**config.mk**
```make
export PLATFORM = sky130hd
export DESIGN_NAME = gpio_edge_port
export DESIGN_NICKNAME = d
export VERILOG_FILES = /design/src/rtl/gpio_edge_port.sv
export SDC_FILE = /design/constraint.sdc
export NUM_CORES = 1
export LEC_CHECK = 0
export BUFFER_PORTS_ARGS = -buffer_cell sky130_fd_sc_hd__buf_2
export CAP_MARGIN = 20
export CORE_MARGIN = 3
export CORE_UTILIZATION = 55
export CTS_BUF_LIST = sky130_fd_sc_hd__clkbuf_4 sky130_fd_sc_hd__clkbuf_8 sky130_fd_sc_hd__clkbuf_16
export DETAILED_ROUTE_END_ITERATION = 7
export GPL_TIMING_DRIVEN = 0
export PLACE_DENSITY = 0.8
export SETUP_SLACK_MARGIN = 0.2
export SLEW_MARGIN = 20
export SYNTH_ARGS = -nofsm -noshare
export SYNTH_HDL_FRONTEND = slang
export SYNTH_SLANG_ARGS = --single-unit
```
**constraint.sdc**
```tcl
create_clock -name clk -period 2.43 [get_ports clk]
set_clock_uncertainty 0.15 [all_clocks]
set_input_delay 0.243 -clock clk [delete_from_list [all_inputs] [get_ports clk]]
set_output_delay 0.243 -clock clk [all_outputs]
set_load 0.01 [all_outputs]
```
**src/rtl/gpio_edge_port.sv**
```systemverilog
module gpio_edge_port #(
  parameter int WIDTH       = 8,
  parameter bit HAS_MOD_DIR = 1'b1
) (
  input  logic             clk,
  input  logic             rst_n,
  input  logic             bus_we,
  input  logic [2:0]       bus_addr,
  input  logic [WIDTH-1:0] bus_wdata,
  output logic [WIDTH-1:0] bus_rdata,
  input  logic [WIDTH-1:0] pad_in,
  output logic [WIDTH-1:0] pad_out,
  output logic [WIDTH-1:0] pad_oe,
  output logic [WIDTH-1:0] pad_pu,
  output logic [WIDTH-1:0] pad_pd,
  input  logic [WIDTH-1:0] mod_out,
  input  logic [WIDTH-1:0] mod_dir,
  output logic [WIDTH-1:0] mod_in,
  output logic             irq
);
  localparam logic [2:0] A_IN   = 3'd0;
  localparam logic [2:0] A_OUT  = 3'd1;
  localparam logic [2:0] A_DIR  = 3'd2;
  localparam logic [2:0] A_PULL = 3'd3;
  localparam logic [2:0] A_FUNC = 3'd4;
  localparam logic [2:0] A_ESEL = 3'd5;
  localparam logic [2:0] A_IE   = 3'd6;
  localparam logic [2:0] A_FLAG = 3'd7;

  logic [WIDTH-1:0] out_q, dir_q, pull_q, func_q, esel_q, ie_q, flag_q;
  logic [WIDTH-1:0] meta_q, sync_q, prev_q;
  logic [WIDTH-1:0] hit, mod_oe, eff_oe, pull_on;

  always_ff @(posedge clk or negedge rst_n) begin
    if (!rst_n) begin
      meta_q <= '0;
      sync_q <= '0;
      prev_q <= '0;
    end else begin
      meta_q <= pad_in;
      sync_q <= meta_q;
      prev_q <= sync_q;
    end
  end

  assign hit = (sync_q & ~prev_q & ~esel_q) | (~sync_q & prev_q & esel_q);

  always_ff @(posedge clk or negedge rst_n) begin
    if (!rst_n) begin
      out_q  <= '0;
      dir_q  <= '0;
      pull_q <= '0;
      func_q <= '0;
      esel_q <= '0;
      ie_q   <= '0;
    end else if (bus_we) begin
      case (bus_addr)
        A_OUT:   out_q  <= bus_wdata;
        A_DIR:   dir_q  <= bus_wdata;
        A_PULL:  pull_q <= bus_wdata;
        A_FUNC:  func_q <= bus_wdata;
        A_ESEL:  esel_q <= bus_wdata;
        A_IE:    ie_q   <= bus_wdata;
        default: ;
      endcase
    end
  end

  always_ff @(posedge clk or negedge rst_n) begin
    if (!rst_n)
      flag_q <= '0;
    else if (bus_we && bus_addr == A_FLAG)
      flag_q <= (flag_q & bus_wdata) | hit;
    else
      flag_q <= flag_q | hit;
  end

  generate
    if (HAS_MOD_DIR) begin : g_moddir
      assign mod_oe = mod_dir;
    end else begin : g_regdir
      assign mod_oe = dir_q;
    end
  endgenerate

  assign eff_oe  = (func_q & mod_oe) | (~func_q & dir_q);
  assign pad_oe  = eff_oe;
  assign pad_out = (func_q & mod_out) | (~func_q & out_q);
  assign pull_on = pull_q & ~eff_oe;
  assign pad_pu  = pull_on & out_q;
  assign pad_pd  = pull_on & ~out_q;
  assign mod_in  = sync_q;
  assign irq     = |(flag_q & ie_q);

  always_comb begin
    case (bus_addr)
      A_IN:    bus_rdata = sync_q;
      A_OUT:   bus_rdata = out_q;
      A_DIR:   bus_rdata = dir_q;
      A_PULL:  bus_rdata = pull_q;
      A_FUNC:  bus_rdata = func_q;
      A_ESEL:  bus_rdata = esel_q;
      A_IE:    bus_rdata = ie_q;
      default: bus_rdata = flag_q;
    endcase
  end
endmodule


```
==> flow_summary.rst <==
.. list-table::
   :header-rows: 1

   * - Metric
     - Value
   * - Number of design-rule violations left by the first detailed-router iteration
     - 182
   * - CTS sink cnt
     - 80
   * - Most frequent cell after synthesis
     - dfrtp_1
   * - Number of primary I/O pins
     - between 80 and 90
   * - Timing-limited maximum frequency
     - 497.5 MHz
   * - Clock buffer depth
     - 2
   * - Number of routed nets with antenna violations
     - 0
   * - Core area
     - 6495 sq um
   * - Setup TNS
     - 0 ns
   * - Portion of total power attributed to sequential cells
     - a little over 50%
   * - Area Growth Syn to Fin
     - 21.51%
   * - Number of synthesis warnings
     - 0
   * - Final Power
     - 3.461 mW
   * - Synth unique cells
     - 33
   * - Maximum fanout along the worst path
     - 5
   * - Port-buffer cells
     - 84
   * - Flop and latch count out of synthesis
     - 80
   * - H-Tree Level Count
     - 3
   * - Global-route wire length before repair
     - 13,480 microns
   * - Root Buffer Master
     - clkbuf_8
   * - Horizontal die dimension
     - 88.72 microns
   * - Post-synth EDFFs
     - 0
   * - Number of hold-slack violations in the final timing report
     - 0
   * - Worst setup EP type
     - output port
   * - Mapped Nets
     - 339
   * - Internal power of the cells
     - about 2.4 mW
   * - Final #Nets
     - 444
   * - Clock buffers created by TritonCTS
     - 9
   * - Number of antenna violations at the first check in global routing
     - 0
   * - Peak supply drop
     - 524.5 uV
   * - Number of inserted diodes
     - 0
   * - Endpoint arrival time on the critical path
     - 1.62 ns
   * - Area share of the leading cell type in the synthesized netlist
     - 53.19%
   * - Clock insertion delay at the later pin of the skew report
     - 0.34 ns
   * - Vertical die dimension
     - between 80 and 90 microns
   * - Fraction of layout instances using a drive strength above 1
     - 45.26%
   * - Crit path launch type
     - flop
   * - Proportion of power drawn by the clock network
     - 25.7%
   * - Combined area of all synthesized cells
     - 3764 sq um
   * - Most frequent cells after synthesis
     - dfrtp_1 (80), mux2_2 (56), nand2_1 (17)
   * - Top_reg_cell synth
     - dfrtp_1
   * - Category of the most critical setup path
     - flop to output port
   * - Sw Share
     - 31.17%
   * - Switching pwr
     - between 1 and 1.5 mW
   * - Final cycle utilization of the critical path
     - 82.72%
   * - Count of unresolved DRC violations after routing
     - 0
   * - Count of TritonRoute iterations in the first routing pass
     - 4
   * - Via/cell ratio
     - between 5 and 6
   * - Post-layout min period
     - 2.010 ns
   * - Number of standard cells after synthesis
     - around 300
   * - Pleak
     - 2.122 nW
   * - Clock-pin slew on the worst setup and hold paths
     - 0.09 ns
   * - Number of core rows
     - 29
   * - Maximum capacitance violations
     - 0
   * - Number of vias after detailed routing
     - 2,836
   * - Logic pwr share
     - 23.7%
   * - Pin count of the biggest net entering global routing
     - 42
   * - Syn_area_per_cell
     - between 10 and 15 sq um
   * - RSZ-0062 raised after global routing
     - false
   * - Die footprint
     - ~7900 sq um
   * - Overall track demand over capacity in global routing
     - between 20% and 30%
   * - Routability congestion estimate
     - ~0.86
   * - Sum of overflow across all layers after global routing
     - 0
   * - TritonCTS clock tree
     - yes
   * - Share of flip-flops with an asynchronous set or reset
     - 100.0%
   * - Count of final max-slew check failures
     - 0
   * - Worst setup path start
     - mod_in[0]
   * - Worst max-slew margin expressed relative to the limit
     - 63.04%
   * - Pwr dens
     - 756.7 nW/um^2
   * - Sequential cell area fraction in the yosys report
     - 53.19%
   * - Critical path required time
     - just over 2 ns
   * - Effective utilization at floorplan
     - 57.95%
   * - Startpoint of the lowest-slack register-to-register path
     - esel_q[3]
   * - Dpl hpwl
     - around 6200 microns
   * - Worst Hold Margin
     - 0.08331 ns
   * - Biggest area consumer among synthesized cells
     - dfrtp_1
   * - Transition time at the pin with the least slew margin
     - 0.5533 ns
   * - Number of endpoints failing setup at the final stage
     - 0
   * - Vias in the first global route
     - approximately 2,600
   * - Worst Hold Path Cells
     - 2
   * - Count of cells along the worst register-to-register path
     - 2
   * - Post-CTS setup-driven buffer insertion count
     - 0
   * - Count of filler cells inserted in the layout
     - approximately 470
   * - Worst Hold Class
     - input pin to flop
   * - Final wirelength
     - 8568 microns
   * - Main area contributors after synthesis
     - dfrtp_1 (53%), mux2_2 (17%), a221oi_1 (3.3%), mux2i_1 (2.7%), a22oi_1 (2.2%)
   * - Result of the run
     - completed
   * - Hold Crit Start
     - bus_wdata[2]
   * - Routed len/inst
     - 17.56 microns
## final timing paths
| path | slack [ns] | end |
|---|---|---|
| max reg2reg | 1.25 | flag_q[3] |
| min reg2reg | 0.20 | mod_in[7] |
| max | 0.42 | bus_rdata[0] |
| min in group asynchronous | 0.27 | func_q[3] |
| min | 0.08 | pull_q[2] |
| max in group asynchronous | 1.28 | esel_q[1] |
## cell families (layout without fill, tap and decap cells)
family / after synthesis / in the layout / share of synthesized area, %
flops: 80 / 80 / 53.19
simple gates: 75 / 75 / 13.07
mux: 66 / 66 / 19.41
compound gates: 59 / 59 / 10.84
buf+inv: 21 / 131 / 3.491
## worst max-delay path, stage by stage (launching register included)
cell and delay (ns):
dfrtp_1 0.43, a221oi_1 0.40, a21oi_1 0.08, o22a_1 0.22, buf_2 0.15
## sequential cells by signal (all words and copies together), names as in the netlist
| name | flops |
|---|---|
| mod_in | 8 |
| flag_q | 8 |
| out_q | 8 |
| pull_q | 8 |
| meta_q | 8 |
| prev_q | 8 |
| func_q | 8 |
| ie_q | 8 |
| dir_q | 8 |
| esel_q | 8 |
## final cells by class
type / count / area (sq um) / area share [%]
well taps: 77 / 96.34 / 2.107
plain buffers: 13 / 101.3 / 2.216
repair buffers: 94 / 533.0 / 11.66
multi-input cells: 200 / 1630 / 35.65
clock inverters: 6 / 42.54 / 0.9302
flip-flops and latches: 80 / 2002 / 43.78
clock buffers: 10 / 137.6 / 3.010
inverters: 8 / 30.03 / 0.6566
## repair_timing
item                      CTS  global route
hold buffers                9             0
hold endpoints to repair   47             0
gates resized for setup     0             0
## stage by stage
step / utilization (%) / setup WS, ns / std cells / cell area, sq um
floorplan: - / 0.8782 / 301 / 3764
global placement: 65.90 / 0.4306 / 462 / 4280
detailed placement: 66.25 / 0.4754 / 463 / 4303
CTS: 70.41 / 0.4512 / 488 / 4573
global route: 70.41 / 0.3125 / 488 / 4573
finish: 70.41 / 0.4200 / 488 / 4573
## placed cells by master, fill, tap and decap left out, types with 2 or more instances in the layout
master | synthesis | final
mux2_2 | 56 | 56
clkinv_2 | 0 | 2
clkbuf_8 | 0 | 10
or3b_2 | 8 | 8
dlygate4sd3_1 | 0 | 9
mux2i_1 | 10 | 10
buf_4 | 5 | 6
nand2_1 | 17 | 17
a221oi_1 | 14 | 14
clkinvlp_4 | 0 | 2
and3_1 | 8 | 8
nand3_1 | 9 | 9
dfrtp_1 | 80 | 80
inv_1 | 8 | 8
a22oi_1 | 11 | 11
buf_6 | 4 | 4
nand4b_2 | 2 | 2
buf_2 | 3 | 86
nand3b_1 | 8 | 8
nor2_1 | 9 | 9
o21ai_0 | 10 | 10
a21oi_1 | 15 | 15
nor2_2 | 2 | 2
o22a_1 | 7 | 7
nor4bb_1 | 3 | 3
## power by group through the flow
stage	registers [mW]	logic, mW	clock network (mW)
4_1_cts	1.75	0.826	0.906
3_5_place_dp	1.77	0.812	0
6_report	1.75	0.819	0.890
5_1_grt	1.78	0.901	0.971
2_1_floorplan	1.71	0.541	0
3_3_place_gp	1.76	0.782	0
## metal layers
layer	GRT usage, %	share of wire, %	up-vias
met1	32.12	47	1377
li1	-	-	1348
met5	0	0	-
met4	8.791	1.0	0
met3	4.283	5.9	8
met2	35.09	46	103
No activity file was read; power rests on OpenSTA's default activity.
